## src/rtl/sram_ctrl_pkg.sv

```systemverilog
package sram_ctrl_pkg;

   typedef enum logic [2:0] {
      ST_IDLE     = 3'd0,
      ST_W_SETUP  = 3'd1,
      ST_W_PULSE  = 3'd2,
      ST_W_RECOV  = 3'd3,
      ST_R_ACCESS = 3'd4,
      ST_R_TURN   = 3'd5
   } sram_state_e;

   // ceiling of a picosecond figure over the clock period, never below one
   function automatic int ps_to_cycles(input int ps, input int period_ps);
      int c;
      c = (ps + period_ps - 1) / period_ps;
      if (c < 1) c = 1;
      return c;
   endfunction

   function automatic int imax(input int a, input int b);
      return (a > b) ? a : b;
   endfunction

endpackage

```

## src/rtl/sram_seq_fsm.sv

```systemverilog
module sram_seq_fsm
   import sram_ctrl_pkg::*;
#(
   parameter int N_SETUP  = 1,
   parameter int N_PULSE  = 2,
   parameter int N_RECOV  = 1,
   parameter int N_ACCESS = 3,
   parameter int N_TURN   = 2
) (
   input  logic        clk_i,
   input  logic        rst_ni,
   input  logic        req_i,
   input  logic        wr_i,
   output logic        accept_o,
   output logic        last_o,
   output sram_state_e state_o,
   output sram_state_e nxt_o
);

   localparam int MAX_N = imax(imax(imax(N_SETUP, N_PULSE), imax(N_RECOV, N_ACCESS)), N_TURN);
   localparam int CNT_W = $clog2(MAX_N + 1);

   localparam logic [CNT_W-1:0] L_SETUP  = CNT_W'(N_SETUP - 1);
   localparam logic [CNT_W-1:0] L_PULSE  = CNT_W'(N_PULSE - 1);
   localparam logic [CNT_W-1:0] L_RECOV  = CNT_W'(N_RECOV - 1);
   localparam logic [CNT_W-1:0] L_ACCESS = CNT_W'(N_ACCESS - 1);
   localparam logic [CNT_W-1:0] L_TURN   = CNT_W'(N_TURN - 1);

   sram_state_e      state_q, state_d;
   logic [CNT_W-1:0] cnt_q, cnt_d, load_val;
   logic             last;

   assign last = (cnt_q == '0);

   always_comb begin
      state_d  = state_q;
      accept_o = 1'b0;
      unique case (state_q)
         ST_IDLE: if (req_i) begin
            accept_o = 1'b1;
            state_d  = wr_i ? ST_W_SETUP : ST_R_ACCESS;
         end
         ST_W_SETUP:  if (last) state_d = ST_W_PULSE;
         ST_W_PULSE:  if (last) state_d = ST_W_RECOV;
         ST_W_RECOV:  if (last) state_d = ST_IDLE;
         ST_R_ACCESS: if (last) state_d = ST_R_TURN;
         ST_R_TURN:   if (last) state_d = ST_IDLE;
         default:     state_d = ST_IDLE;
      endcase
   end

   always_comb begin
      unique case (state_d)
         ST_W_SETUP:  load_val = L_SETUP;
         ST_W_PULSE:  load_val = L_PULSE;
         ST_W_RECOV:  load_val = L_RECOV;
         ST_R_ACCESS: load_val = L_ACCESS;
         ST_R_TURN:   load_val = L_TURN;
         default:     load_val = '0;
      endcase
      if (state_d != state_q) cnt_d = load_val;
      else                    cnt_d = last ? '0 : cnt_q - 1'b1;
   end

   always_ff @(posedge clk_i or negedge rst_ni) begin
      if (!rst_ni) begin
         state_q <= ST_IDLE;
         cnt_q   <= '0;
      end else begin
         state_q <= state_d;
         cnt_q   <= cnt_d;
      end
   end

   assign last_o  = last;
   assign state_o = state_q;
   assign nxt_o   = state_d;

   // the phase counter never exceeds the longest configured phase
   a_r7_cnt_in_range: assert property (@(posedge clk_i) disable iff (!rst_ni)
      cnt_q <= CNT_W'(MAX_N - 1));

endmodule

```

## src/rtl/sram_pin_drive.sv

```systemverilog
module sram_pin_drive
   import sram_ctrl_pkg::*;
#(
   parameter int ADDR_W = 19,
   parameter int DATA_W = 8
) (
   input  logic              clk_i,
   input  logic              rst_ni,
   input  sram_state_e       state_i,
   input  sram_state_e       nxt_i,
   input  logic              accept_i,
   input  logic [ADDR_W-1:0] addr_i,
   input  logic [DATA_W-1:0] wdata_i,
   output logic [ADDR_W-1:0] sram_addr_o,
   output logic              sram_ce_no,
   output logic              sram_oe_no,
   output logic              sram_we_no,
   output logic [DATA_W-1:0] sram_dq_o,
   output logic              sram_dq_oe_o
);

   logic sel_d, we_d, oe_d, drv_d;

   assign sel_d = (nxt_i == ST_W_SETUP) || (nxt_i == ST_W_PULSE) ||
                  (nxt_i == ST_W_RECOV) || (nxt_i == ST_R_ACCESS);
   assign we_d  = (nxt_i == ST_W_PULSE);
   assign oe_d  = (nxt_i == ST_R_ACCESS);
   // drive while the strobe is low and for the first recovery cycle
   assign drv_d = (nxt_i == ST_W_PULSE) ||
                  ((state_i == ST_W_PULSE) && (nxt_i == ST_W_RECOV));

   always_ff @(posedge clk_i or negedge rst_ni) begin
      if (!rst_ni) begin
         sram_addr_o  <= '0;
         sram_dq_o    <= '0;
         sram_ce_no   <= 1'b1;
         sram_we_no   <= 1'b1;
         sram_oe_no   <= 1'b1;
         sram_dq_oe_o <= 1'b0;
      end else begin
         if (accept_i) begin
            sram_addr_o <= addr_i;
            sram_dq_o   <= wdata_i;
         end
         sram_ce_no   <= !sel_d;
         sram_we_no   <= !we_d;
         sram_oe_no   <= !oe_d;
         sram_dq_oe_o <= drv_d;
      end
   end

   // the bus is only driven while the chip is selected
   a_r4_drive_needs_select: assert property (@(posedge clk_i) disable iff (!rst_ni)
      sram_dq_oe_o |-> !sram_ce_no);

endmodule

```

## src/rtl/sram_rd_capture.sv

```systemverilog
module sram_rd_capture #(
   parameter int DATA_W      = 8,
   parameter bit HOLD_RDATA  = 1'b1
) (
   input  logic              clk_i,
   input  logic              rst_ni,
   input  logic              sample_i,
   input  logic [DATA_W-1:0] dq_i,
   output logic [DATA_W-1:0] rdata_o,
   output logic              rvalid_o
);

   always_ff @(posedge clk_i or negedge rst_ni) begin
      if (!rst_ni) rvalid_o <= 1'b0;
      else         rvalid_o <= sample_i;
   end

   generate
      if (HOLD_RDATA) begin : g_hold
         always_ff @(posedge clk_i or negedge rst_ni) begin
            if (!rst_ni)       rdata_o <= '0;
            else if (sample_i) rdata_o <= dq_i;
         end
      end else begin : g_mask
         always_ff @(posedge clk_i or negedge rst_ni) begin
            if (!rst_ni) rdata_o <= '0;
            else         rdata_o <= sample_i ? dq_i : '0;
         end
      end
   endgenerate

   // valid lasts a single cycle
   a_r5_rvalid_single: assert property (@(posedge clk_i) disable iff (!rst_ni)
      rvalid_o |=> !rvalid_o);

endmodule

```

## src/rtl/sram_async_ctrl.sv

```systemverilog
module sram_async_ctrl
   import sram_ctrl_pkg::*;
#(
   parameter int ADDR_W          = 19,
   parameter int DATA_W          = 8,
   parameter int CLK_PERIOD_PS   = 4000,
   parameter int T_ADDR_SETUP_PS = 0,
   parameter int T_WE_PULSE_PS   = 7000,
   parameter int T_DATA_SETUP_PS = 6000,
   parameter int T_WR_RECOV_PS   = 0,
   parameter int T_WR_CYCLE_PS   = 10000,
   parameter int T_ADDR_ACC_PS   = 10000,
   parameter int T_OE_ACC_PS     = 5000,
   parameter int T_RD_CYCLE_PS   = 10000,
   parameter int T_TURN_PS       = 5000,
   parameter bit HOLD_RDATA      = 1'b1
) (
   input  logic              clk_i,
   input  logic              rst_ni,
   input  logic              req_i,
   input  logic              wr_i,
   input  logic [ADDR_W-1:0] addr_i,
   input  logic [DATA_W-1:0] wdata_i,
   output logic              ready_o,
   output logic [DATA_W-1:0] rdata_o,
   output logic              rvalid_o,
   output logic [ADDR_W-1:0] sram_addr_o,
   output logic              sram_ce_no,
   output logic              sram_oe_no,
   output logic              sram_we_no,
   output logic [DATA_W-1:0] sram_dq_o,
   input  logic [DATA_W-1:0] sram_dq_i,
   output logic              sram_dq_oe_o
);

   localparam int N_SETUP  = ps_to_cycles(T_ADDR_SETUP_PS, CLK_PERIOD_PS);
   localparam int N_PULSE  = imax(ps_to_cycles(T_WE_PULSE_PS, CLK_PERIOD_PS),
                                  ps_to_cycles(T_DATA_SETUP_PS, CLK_PERIOD_PS));
   localparam int N_WCYC   = ps_to_cycles(T_WR_CYCLE_PS, CLK_PERIOD_PS);
   localparam int N_RECOV  = imax(ps_to_cycles(T_WR_RECOV_PS, CLK_PERIOD_PS),
                                  N_WCYC - N_SETUP - N_PULSE);
   localparam int N_ACCESS = imax(imax(ps_to_cycles(T_ADDR_ACC_PS, CLK_PERIOD_PS),
                                       ps_to_cycles(T_OE_ACC_PS, CLK_PERIOD_PS)),
                                  ps_to_cycles(T_RD_CYCLE_PS, CLK_PERIOD_PS));
   localparam int N_TURN   = ps_to_cycles(T_TURN_PS, CLK_PERIOD_PS);

   initial begin
      assert (ADDR_W >= 1) else $error("ADDR_W must be positive");
      assert (DATA_W >= 1) else $error("DATA_W must be positive");
      assert (CLK_PERIOD_PS >= 1) else $error("CLK_PERIOD_PS must be positive");
      assert (T_ADDR_SETUP_PS >= 0 && T_WR_RECOV_PS >= 0) else $error("negative timing");
   end

   sram_state_e state, nxt;
   logic        accept, last;

   sram_seq_fsm #(
      .N_SETUP (N_SETUP),
      .N_PULSE (N_PULSE),
      .N_RECOV (N_RECOV),
      .N_ACCESS(N_ACCESS),
      .N_TURN  (N_TURN)
   ) i_fsm (
      .clk_i   (clk_i),
      .rst_ni  (rst_ni),
      .req_i   (req_i),
      .wr_i    (wr_i),
      .accept_o(accept),
      .last_o  (last),
      .state_o (state),
      .nxt_o   (nxt)
   );

   sram_pin_drive #(
      .ADDR_W(ADDR_W),
      .DATA_W(DATA_W)
   ) i_pins (
      .clk_i       (clk_i),
      .rst_ni      (rst_ni),
      .state_i     (state),
      .nxt_i       (nxt),
      .accept_i    (accept),
      .addr_i      (addr_i),
      .wdata_i     (wdata_i),
      .sram_addr_o (sram_addr_o),
      .sram_ce_no  (sram_ce_no),
      .sram_oe_no  (sram_oe_no),
      .sram_we_no  (sram_we_no),
      .sram_dq_o   (sram_dq_o),
      .sram_dq_oe_o(sram_dq_oe_o)
   );

   sram_rd_capture #(
      .DATA_W    (DATA_W),
      .HOLD_RDATA(HOLD_RDATA)
   ) i_cap (
      .clk_i   (clk_i),
      .rst_ni  (rst_ni),
      .sample_i((state == ST_R_ACCESS) && last),
      .dq_i    (sram_dq_i),
      .rdata_o (rdata_o),
      .rvalid_o(rvalid_o)
   );

   assign ready_o = (state == ST_IDLE);

   // idle means every control pin is inactive and the bus is released
   a_r1_idle_pins: assert property (@(posedge clk_i) disable iff (!rst_ni)
      ready_o |-> (sram_ce_no && sram_we_no && sram_oe_no && !sram_dq_oe_o));

   // the address pins do not move while the chip is selected
   a_r2_addr_stable: assert property (@(posedge clk_i) disable iff (!rst_ni)
      !sram_ce_no |=> (sram_ce_no || $stable(sram_addr_o)));

   // output-enable stays high while the strobe is low
   a_r3_oe_high_in_write: assert property (@(posedge clk_i) disable iff (!rst_ni)
      !sram_we_no |-> sram_oe_no);

   // write data is on the bus throughout the strobe pulse
   a_r4_drive_during_pulse: assert property (@(posedge clk_i) disable iff (!rst_ni)
      !sram_we_no |-> sram_dq_oe_o);

   // data is still driven in the cycle where the strobe rises
   a_r4_hold_after_strobe: assert property (@(posedge clk_i) disable iff (!rst_ni)
      $rose(sram_we_no) |-> sram_dq_oe_o);

   // a valid pulse only follows a cycle with output-enable low
   a_r5_valid_after_access: assert property (@(posedge clk_i) disable iff (!rst_ni)
      rvalid_o |-> $past(!sram_oe_no));

   // no drive in the cycle right after output-enable was low
   a_r6_turnaround: assert property (@(posedge clk_i) disable iff (!rst_ni)
      !sram_oe_no |=> !sram_dq_oe_o);

endmodule

```

## config.mk

```make
export PLATFORM = sky130hd
export DESIGN_NAME = sram_async_ctrl
export DESIGN_NICKNAME = d
export VERILOG_FILES = /design/src/rtl/sram_ctrl_pkg.sv /design/src/rtl/sram_seq_fsm.sv /design/src/rtl/sram_pin_drive.sv /design/src/rtl/sram_rd_capture.sv /design/src/rtl/sram_async_ctrl.sv
export SDC_FILE = /design/constraint.sdc
export NUM_CORES = 1
export LEC_CHECK = 0
export BUFFER_PORTS_ARGS = -buffer_cell sky130_fd_sc_hd__buf_4
export CORE_UTILIZATION = 42
export DETAILED_ROUTE_END_ITERATION = 10
export PLACE_DENSITY = 0.75
export SETUP_SLACK_MARGIN = 0.4
export SLEW_MARGIN = 5
export SYNTH_ARGS = -nofsm -noshare
export SYNTH_HDL_FRONTEND = slang
export SYNTH_SLANG_ARGS = --single-unit
```

## constraint.sdc

```tcl
create_clock -name clk_i -period 1.8 [get_ports clk_i]
set_clock_uncertainty 0.2 [all_clocks]
set_input_delay 0.09 -clock clk_i [delete_from_list [all_inputs] [get_ports clk_i]]
set_output_delay 0.09 -clock clk_i [all_outputs]
set_load 0.005 [all_outputs]
```

---- Word level (Yosys, flattened, before mapping) ----
Cells that the tools add are included.
operators by class
  eq/ne operators ......................... 11
  multiplexer cells ....................... 12
  reduce and logical (&&, ||, !) cells .... 13
  add/subtract/negate cells ............... 1
operators with widths
  kind                                                                number
  3-bit 2-to-1 mux                                                    6
  3-bit one-hot mux with 5 select lines                               1
  3-bit by 2-bit == test with 1-bit output, second input constant     4
  3-bit == test, second input constant                                4
  3-bit by 1-bit == test with 1-bit output, second input constant     2
  1-bit logical OR                                                    4
  2-bit 2-to-1 mux                                                    2
  2-bit one-hot mux with 2 select lines                               1
  2-bit OR reduction                                                  2
  1-bit zero test                                                     3
  3-bit zero test                                                     1
  3-bit inequality test                                               1
  1-bit logical AND                                                   2
  2-bit zero test                                                     1
  1-bit 2-to-1 mux                                                    2
  2-bit by 1-bit subtractor with 2-bit output, second input constant  1
word-level totals
  register bits ........................... 45
  output and inout bits ................... 41
  logic and storage cells ................. 47
  input bits .............................. 39

---- Depth between registers and ports, before layout ----
Gate-level depths: netlist (run 1).
  depth after elaboration ................. 8
  gate-level depth with buffers ........... 6
  depth with buffers taken out ............ 3

---- Modules after synthesis ----
A second synthesis (run 1) with hierarchy kept.
second synthesis, totals
  cells, all modules ...................... 120
  area total of the unflattened synthesis .. 1918.1 µm²
by module, submodules not included
  module           seq. area each (µm²)  area each (µm²)  times used  cells each
  sram_pin_drive   779.5                 1252.5           1           68
  sram_rd_capture  225.2                 356.6            1           18
  sram_seq_fsm     125.1                 291.5            1           32
  sram_async_ctrl  0.0                   17.5             1           2

---- Worst setup path before layout (run 1) ----
OpenSTA, ideal clock, no wires.
  path kind ............................... register to register
  start point ............................. register i_fsm.state_q[2] (netlist: i_fsm.state_o[2])
  end point ............................... register i_pins.sram_addr_o[10]
  cell stages (with the launch flop) ...... 7
  arrival ................................. 1.420 ns
  setup slack ............................. 0.055 ns
  library setup time ...................... 0.125 ns
  period minus slack after synthesis ...... 1.745 ns
  data required time ...................... 1.475 ns
  path buffers ............................ 3
  cells stage by stage .................... dfrtp_1 -> buf_6 -> nor3_4 -> and2_4 -> buf_12 -> buf_12 -> mux2_2
on the way
  longest elaborated chain between the ends .. 2
RTL lines
  element                 RTL line               text
  start, declared         sram_seq_fsm.sv:29     sram_state_e state_q, state_d;
  start signal, assigned  sram_seq_fsm.sv:70     state_q <= state_d;
  3-bit zero test         --
  via ready_o             sram_async_ctrl.sv:24  output logic ready_o,
  1-bit 2-to-1 mux        sram_seq_fsm.sv:38     unique case (state_q)
  end signal, assigned    sram_pin_drive.sv:42   sram_addr_o <= addr_i;
  end, declared           sram_pin_drive.sv:14   output logic [ADDR_W-1:0] sram_addr_o,
The timed path passes the listed nets, and every way through them passes these cells.
A chain may end at the register's enable or synchronous reset.

---- Worst setup path in the final report (run 1) ----
  start point ............................. register i_fsm.state_q[0] (netlist: i_fsm.state_o[0])
  end point ............................... register i_pins.sram_addr_o[10]
on the way
  longest elaborated chain between the ends .. 2
RTL lines
  element           RTL line
  3-bit zero test   sram_seq_fsm.sv:38
  1-bit 2-to-1 mux  sram_seq_fsm.sv:38
Every way passes these cells.

==> reports/metrics.yaml, run 1 <==
grt_pass1_vias: 1617
grt_usage_pct: 22.5
cpPeakStageDelay_ns: 0.44
cts_buffers: 5
coreArea_um2: 4140
min_from: "req_i"
hp-class: "in -> reg"
die_h_um: 68.9
root_buffer: "clkbuf_8"
final_cell_mix: "88 x buf_4, 38 x dlygate4sd3_1, 37 x dfrtp_1"
area.growth.synth_to_final_pct: 82.0
maxCapViolCount: 0
fp.dieW_um: 68.9
ant_nets: 0
slew_viol_final: 0
rows: 23
ios: 80
ir_drop_mv: 1.03
critPathRequiredTime_ns: 1.80
critical_path.max_fanout: 9
yosys_warnings: 0
fmax_mhz: 600
synthTopCellsByArea: "dfrtp_1 56%, mux2_2 21%, dfstp_2 4.2%"
fin_nets: 311
syn_avg_cell_area_um2: 14.4
cp_slowest_cell: "dfrtp_2"
synth-seq-cells: 45
initial_core_util_pct: 45.4
final_common_cell: "buf_4"
ys_seq_area_share_pct: 60.1
clock_latency_ns: 0.30
start_kind: "register"
fillCellCount: 197
cp.arrival_ns: 1.66
worstReg2RegStart: "i_fsm.state_o[0]"
synth_nets: 170
crit_start: "i_fsm.state_o[0]"
power_density_nw_per_um2: 1760
leakage_uw: 0.00160
gr-total-overflow: 0
criticalPathCategory: "reg -> reg"
drt-initial-drc-count: 86
hold_viol: 0
num_vias: 1692
synthCells: 131
setup_tns_ns: 0
rsz0062_at_grt: "yes"
finalSetupViolCount: 0
drive_gt1_share_pct: 64.1
cts_max_level: 2
viasPerCell: 5.24
yosysTopAreaCell: "dfrtp_1"
post-place-ws_ns: 0.150
path_clk_slew_ns: 0.09
ys_types: 27
dieArea_um2: 4750
worst_slack_ns: 0.135
diodes: 0
endpoint_kind: "register"
synthArstFlopShare_pct: 100
portBuffers: 79
tightest_slew_ns: 0.564
fin_crit_ns: 1.67
wl_per_cell_um: 20.1
synth_top_cell_area_share_pct: 55.9
synth_ff_type: "dfrtp_1"
drc_errors: 0
cts_tree: "built"
multi_input_area_um2: 832
relSlewSlack_pct: 62.4
fin_crit_sh_pct: 92.5
outcome: "finished clean"
final-seq-area_um2: 1140
synth_area_um2: 1880
cp_cell_sequence: "nor3_4 > and2_4 > buf_12 > mux2_4"
clkSinkCount: 45
synth_edf_count: 0
gp_congestion: 0.749
dr.pass1.iters: 4
antenna_found_initial: 0
grt_pass1_wl_um: 7530
grt_max_degree: 46
drt-total-wl_um: 6490
place_hpwl_um: 3010
clockBufferDepth: 2
==> where the power goes <==
part | switching (µW) | internal [µW]
clock | 371 | 453
sequential | 386 | 1540
combinational | 1250 | 2020
total | 2000 | 4020
==> final timing paths <==
kind / endpoint / slack, ns / cells after the start
hold / removal: i_fsm.state_o[0] / 0.09 / 4
setup / recovery: i_pins.sram_addr_o[10] / 0.13 / 4
max in group asynchronous: i_fsm.state_o[2] / 0.83 / 2
hold reg to reg: i_cap.rdata_o[3] / 0.32 / 1
min in group asynchronous: i_pins.sram_addr_o[3] / 0.15 / 2
setup reg to reg: i_pins.sram_addr_o[10] / 0.13 / 4
==> cells in the mapped netlist (2+ instances only) <==
master	count
a211o_1	2
a21oi_1	5
a221oi_1	2
buf_12	3
clkbuf_1	2
dfrtp_1	42
dfstp_2	3
inv_1	4
mux2_2	35
nand2_1	4
nand2b_1	3
nor2_1	3
o21ai_0	9
==> metrics by stage <==
stage / std cells / power (µW) / instance area (µm²) / utilization, % / hold WS [ns]
2_1_floorplan: 131 / 3160 / 1960 / - / -0.406
3_3_place_gp: 261 / 4100 / 2610 / 63.1 / -0.100
3_5_place_dp: 261 / 4220 / 2610 / 63.1 / -0.0808
4_1_cts: 314 / 5290 / 3200 / 77.3 / 0.0702
5_1_grt: 323 / 6310 / 3420 / 82.6 / 0.118
6_report: 323 / 6020 / 3420 / 82.6 / 0.0933
==> timing repair <==
| action | CTS | global route |
|---|---|---|
| pin swaps | 5 | 12 |
| resized for setup | 13 | 33 |
| endpoints found under the setup margin | 42 | 43 |
| hold endpoints to repair | 82 | 0 |
| setup buffers | 6 | 7 |
| hold buffers | 38 | 0 |
| gates cloned | 1 | 2 |
==> flip-flops by register name, summed over array words and instances, names as in the netlist <==
name / count
i_fsm.state_o: 3
i_pins.sram_dq_o: 8
i_pins.sram_we_no: 1
i_fsm.cnt_q: 2
i_pins.sram_dq_oe_o: 1
i_pins.sram_oe_no: 1
i_cap.rdata_o: 8
i_pins.sram_ce_no: 1
i_cap.rvalid_o: 1
i_pins.sram_addr_o: 19
==> per-layer routing <==
layer	up-vias	track usage (%)	part of all wire, %
met2	81	40.4	52
met3	22	6.74	6.6
li1	745	-	-
met5	-	0	0
met1	844	24.0	37
met4	0	9.95	4.0
==> layout make-up <==
| cell class | instances | share of cell area (%) |
|---|---|---|
| clock buffers | 7 | 2.52 |
| flip-flops and latches | 45 | 33.2 |
| well taps | 50 | 1.83 |
| multi-input cells | 76 | 24.3 |
| repair buffers | 140 | 36.7 |
| inverters | 4 | 0.585 |
| clock inverters | 1 | 0.878 |
==> worst max-delay path, delay by kind of cell, from the launching register on <==
kind,cells,cell delay (ns)
DFF,1,0.44
muxes,1,0.32
buffers and inverters,1,0.16
and+or+nand+nor,2,0.44
==> cells by family after synthesis <==
family | Yosys count | share of synthesized area [%]
DFF | 45 | 60.1
muxes | 35 | 21.0
AOI/OAI and AO/OA | 23 | 7.72
and+or+nand+nor | 17 | 5.99
buffers and inverters | 11 | 5.26
(Power assumes the default switching activity.)
==> run 2: changes to the inputs <==
SETUP_SLACK_MARGIN = 0.1   (was 0.4)
==> run 2 against run 1 <==
Clock power decreased by 25%. Utilization decreased by 11 points. Final cell count decreased by 5.3%. First-iteration DRC count decreased by 13%. Non-clock buffer count decreased by 17. Largest cell class is now sequential cells. Sequential share of layout area increased by 4.8 points. Clock-buffer cell count unchanged. Final area decreased by 13%. Global-route usage decreased by 1.9 points. Via count decreased by 9.6%.
==> reports/metrics.yaml, run 2 (same netlist as run 1, synthesis figures left out) <==
outcome: "finished clean"
fin_crit_sh_pct: 94.4  # +1.9 points
relSlewSlack_pct: 61.7  # -0.64 points
critical_path.max_fanout: 14  # +5
clkSinkCount: 45  # unchanged
placedCellCount: 258  # -1.1%
place_hpwl_um: 2840  # -5.6%
ir_drop_mv: 0.797  # -23%
drive_gt1_share_pct: 53.1  # -11 points
cp_slowest_cell: "dfrtp_1"
largest_register: "i_pins.sram_addr_o"
dr.pass1.iters: 4  # unchanged
worstReg2RegStart: "i_fsm.state_o[0]"
cp.arrival_ns: 1.68  # +0.02 ns
maxCapViolCount: 0  # unchanged
diodes: 0  # unchanged
power_density_nw_per_um2: 1570  # -11%
coreArea_um2: 4140  # unchanged
ios: 80  # unchanged
endpoint_kind: "register"
criticalPathCategory: "reg -> reg"
clock_latency_ns: 0.29  # about the same
viasPerCell: 5.00  # -4.6%
largest_reg_flops: 19  # unchanged
hold_ws_ns: 0.142  # +0.0489 ns
rr_endpoint: "i_pins.sram_addr_o[0]"
finalSetupViolCount: 0  # unchanged
setup_tns_ns: 0  # unchanged
grt_pass1_vias: 1539  # -4.8%
slew_viol_final: 0  # unchanged
biggestRegsByFlops: "i_pins.sram_addr_o x19, i_cap.rdata_o x8, i_pins.sram_dq_o x8"
critPathRequiredTime_ns: 1.78  # -0.02 ns
cts_tree: "built"
tightest_slew_ns: 0.574  # +0.00963 ns
total_power_uw: 4660  # -23%
stdcell_count: 306  # -5.3%
gp_congestion: 0.877  # +17%
cp_cell_sequence: "nor3_4 > and2_4 > mux2_2"
num_vias: 1530  # -9.6%
drc_errors: 0  # unchanged
crit_end: "i_pins.sram_addr_o[0]"
crit_start: "i_fsm.state_o[0]"
grt_usage_pct: 20.6  # -1.9 points
fp.dieW_um: 68.9  # unchanged
clockBufferDepth: 2  # unchanged
portBuffers: 79  # unchanged
fin_crit_ns: 1.70  # +0.0346 ns
final_common_cell: "buf_4"
final_cell_mix: "85 x buf_4, 42 x dfrtp_1, 38 x dlygate4sd3_1"
die_h_um: 68.9  # unchanged
cpPeakStageDelay_ns: 0.42  # -0.02 ns
root_buffer: "clkbuf_8"
final_core_util_pct: 71.7  # -11 points
grt_pass1_wl_um: 6980  # -7.3%
cts_max_level: 2  # unchanged
rsz0062_at_grt: "yes"
path_clk_slew_ns: 0.08  # about the same
fmax_mhz: 588  # -2.0%
fillCellCount: 257  # +30%
path_depth: 3  # -1
antenna_found_initial: 0  # unchanged
cts_buffers: 5  # unchanged
start_kind: "register"
grt_max_degree: 46  # unchanged
rr_worst_depth: 3  # -1
hp-class: "in -> async"
drt-total-wl_um: 4830  # -26%
initial_core_util_pct: 45.4  # unchanged
wl_per_cell_um: 15.8  # -21%
drt-initial-drc-count: 75  # -13%
fin_nets: 294  # -5.5%
ant_nets: 0  # unchanged
path_buf_inv: 0  # -1
r2r_setup_slack_ns: 0.10  # -0.03 ns
area.growth.synth_to_final_pct: 58.1
crit_family: "simple AND/OR/NAND/NOR gates"
gr-total-overflow: 0  # unchanged
leakage_uw: 0.00138  # -13%
dieArea_um2: 4750  # unchanged
hold_viol: 0  # unchanged
rows: 23  # unchanged
run 2: through the flow:
stage / setup slack, ns / cell area [µm²]
floorplan: 0.117 / 1880
global placement: 0.108 / 2490
detailed placement: 0.0432 / 2490
CTS: 0.0837 / 2960
global route: 0.0496 / 2970
finish: 0.100 / 2970
run 2: report_power, final:
| group | internal [µW] | leakage [µW] | switching, µW |
|---|---|---|---|
| clock | 275 | 0.0000385 | 340 |
| combinational | 1340 | 0.000813 | 870 |
| sequential | 1530 | 0.000533 | 297 |
run 2: metal layers:
metal  vias up  part of all wire [%]  global-route usage, %
li1        708                     -                      -
met1       745                    40                   22.3
met2        69                    51                   38.1
met3         8                   7.8                   6.74
met4         0                  0.95                   5.36
met5         -                     0                      0
run 2: worst min path at each step:
stage                start                    end  cells after the start
floorplan           rst_ni       i_cap.rdata_o[0]                      0
global placement    rst_ni    i_pins.sram_dq_o[3]                      1
detailed placement  rst_ni  i_pins.sram_addr_o[0]                      1
CTS                 rst_ni         i_fsm.cnt_q[1]                      2
global route        rst_ni  i_pins.sram_addr_o[0]                      2
finish              rst_ni  i_pins.sram_addr_o[0]                      2
run 2: final cells by class:
class | instances | area [µm²] | area share (%)
sequential | 45 | 1130 | 38.0
timing repair buffer | 123 | 1020 | 34.3
multi-input combinational | 76 | 663 | 22.3
clock buffer | 7 | 76.3 | 2.57
tap | 50 | 62.6 | 2.10
inverter | 4 | 15.0 | 0.505
clock inverter | 1 | 7.51 | 0.253
run 2: repair_timing:
action                     CTS  global route
pin swaps                    1             1
buffers inserted             0             1
gates cloned                 1             0
hold endpoints to repair    82             0
hold buffers                38             0
resized for setup            1             1
setup endpoints to repair   27            28
run 2: worst reg2reg max path, cell delays in order (launching register included):
cell     delay (ns)
dfrtp_1        0.42
nor3_4         0.28
and2_4         0.33
mux2_2         0.37
==> run 3: changes to the inputs <==
PLACE_DENSITY = 0.83   (was 0.75)
RECOVER_POWER = 50   (was unset)
==> run 3 against run 2 <==
Critical path depth increased by 1. Final cell count unchanged. Sequential share of layout area decreased by 0.58 points. Combinational power about the same. Power increased by 3.2%. Final area increased by 1.6%. Routed wire length decreased by 2.4%. Sequential power about the same. Clock-buffer cell count unchanged. Utilization increased by 1.1 points. Setup slack improved by 0.062 ns. Non-clock buffer count increased by 1.
==> reports/metrics.yaml, run 3 (same netlist as run 1, synthesis figures left out) <==
cp.arrival_ns: 1.62  # -0.06 ns
hold_viol: 0  # unchanged
wl_per_cell_um: 15.4  # -2.4%
maxCapViolCount: 0  # unchanged
cts_max_level: 2  # unchanged
drive_gt1_share_pct: 52.7  # -0.39 points
portBuffers: 79  # unchanged
drt-total-wl_um: 4710  # -2.4%
cp_cell_sequence: "nor3_4 > and2_4 > buf_12 > mux2_2"
cts_buffers: 5  # unchanged
cpPeakStageDelay_ns: 0.41  # about the same
viasPerCell: 4.82  # -3.7%
final_core_util_pct: 72.9  # +1.1 points
coreArea_um2: 4140  # unchanged
critPathRequiredTime_ns: 1.78  # about the same
postCtsSetupBuffers: 0  # unchanged
area.growth.synth_to_final_pct: 60.5
fin_crit_sh_pct: 91.0  # -3.4 points
grt_usage_pct: 20.7  # +0.070 points
num_vias: 1474  # -3.7%
initial_core_util_pct: 45.4  # unchanged
pwr-share-comb_pct: 45.9  # -1.7 points
final_area_um2: 3020  # +1.6%
critical_path.max_fanout: 14  # unchanged
drt-initial-drc-count: 81  # +8.0%
gp_congestion: 0.803  # -8.5%
hp-class: "reg -> reg"
place_hpwl_um: 2730  # -4.1%
drc_errors: 0  # unchanged
p_clk_share_pct: 16.2  # +3.0 points
post-place-ws_ns: 0.160  # +0.117 ns
fmax_mhz: 610  # +3.8%
clockBufferDepth: 2  # unchanged
p_int_uw: 3330  # +5.7%
power_switching_uw: 1470  # -2.2%
criticalPathCategory: "reg -> reg"
ir_drop_mv: 0.693  # -13%
ant_nets: 0  # unchanged
sw_frac_of_total_pct: 30.7  # -1.7 points
slew_viol_final: 0  # unchanged
fin_crit_ns: 1.64  # -0.0618 ns
clock_latency_ns: 0.29  # about the same
ios: 80  # unchanged
clkSinkCount: 45  # unchanged
outcome: "finished clean"
grt_pass1_wl_um: 6930  # -0.69%
rows: 23  # unchanged
placed_area_um2: 2530  # +1.6%
diodes: 0  # unchanged
endpoint_kind: "register"
rsz0062_at_grt: "no"
cp_slowest_cell: "dfrtp_1"
fin_nets: 294  # unchanged
worst_slack_ns: 0.162  # +0.0618 ns
path_clk_slew_ns: 0.08  # about the same
root_buffer: "clkbuf_8"
fp.dieW_um: 68.9  # unchanged
gr-total-overflow: 0  # unchanged
power.share.sequential_pct: 37.9  # -1.3 points
final_cell_mix: "63 x buf_4, 42 x dfrtp_1, 38 x dlygate4sd3_1"
largest_register: "i_pins.sram_addr_o"
grt_pass1_vias: 1395  # -9.4%
finalSetupViolCount: 0  # unchanged
setup_tns_ns: 0  # unchanged
fillCellCount: 276  # +7.4%
grt_max_degree: 46  # unchanged
start_kind: "register"
die_h_um: 68.9  # unchanged
tightest_slew_ns: 1.09  # +0.516 ns
cts_tree: "built"
dr.pass1.iters: 4  # unchanged
biggestRegsByFlops: "i_pins.sram_addr_o x19, i_cap.rdata_o x8, i_pins.sram_dq_o x8"
leakage_uw: 0.00140  # +1.1%
power_density_nw_per_um2: 1590  # +1.6%
antenna_found_initial: 0  # unchanged
relSlewSlack_pct: 27.3  # -34 points
multi_input_area_um2: 654  # -1.3%
largest_reg_flops: 19  # unchanged
dieArea_um2: 4750  # unchanged
final-seq-area_um2: 1130  # unchanged
final_common_cell: "buf_4"
## run 3: power groups by stage
stage	Sequential [µW]	Combinational [µW]	Clock, µW
2_1_floorplan	1840	1130	0
3_3_place_gp	1810	2090	0
3_5_place_dp	1830	2150	0
4_1_cts	1810	2220	801
5_1_grt	1890	2420	841
6_report	1820	2210	780
## run 3: path summary, 6_finish.rpt
path / depth (start not counted) / startpoint / to / slack (ns)
max: 4 / i_fsm.state_o[0] / i_pins.sram_addr_o[6] / 0.16
min: 1 / i_cap.rdata_o[0] / i_cap.rdata_o[0] / 0.31
max reg2reg: 4 / i_fsm.state_o[0] / i_pins.sram_addr_o[6] / 0.16
min reg2reg: 1 / i_cap.rdata_o[0] / i_cap.rdata_o[0] / 0.31
max in group asynchronous: 2 / rst_ni / i_fsm.state_o[0] / 0.37
min in group asynchronous: 2 / rst_ni / i_cap.rdata_o[5] / 0.35
## run 3: repair_timing
item / in CTS / in global routing
endpoints found under the setup margin: 0 / 9
hold endpoints to repair: 82 / 0
gates resized for setup: 0 / 1
hold buffers: 38 / 0
## run 3: cell type report
type | count | area share [%]
timing repair buffer | 124 | 34.5
inverter | 4 | 0.497
clock inverter | 1 | 0.995
sequential | 45 | 37.4
tap | 50 | 2.07
multi-input combinational | 75 | 21.7
clock buffer | 7 | 2.86
## run 3: through the flow
stage | std cells | power [µW] | hold slack, ns
floorplan | 131 | 2970 | -0.406
global placement | 260 | 3910 | -0.0795
detailed placement | 260 | 3980 | -0.0739
CTS | 306 | 4830 | 0.144
global route | 306 | 5150 | 0.328
finish | 306 | 4810 | 0.308
## run 3: layer usage
| metal | share of wire [%] | track usage [%] | routed length [µm] |
|---|---|---|---|
| met5 | 0 | 0 | 0 |
| met4 | 0.91 | 5.36 | 43 |
| met3 | 8.2 | 6.25 | 386 |
| met2 | 52 | 35.6 | 2460 |
| met1 | 39 | 25.1 | 1820 |
## run 3: worst max-delay path, delay by kind of cell, from the launching register on
family / cells / cell delay [ns]
buf+inv: 1 / 0.15
flops: 1 / 0.41
simple gates: 2 / 0.42
mux: 1 / 0.35
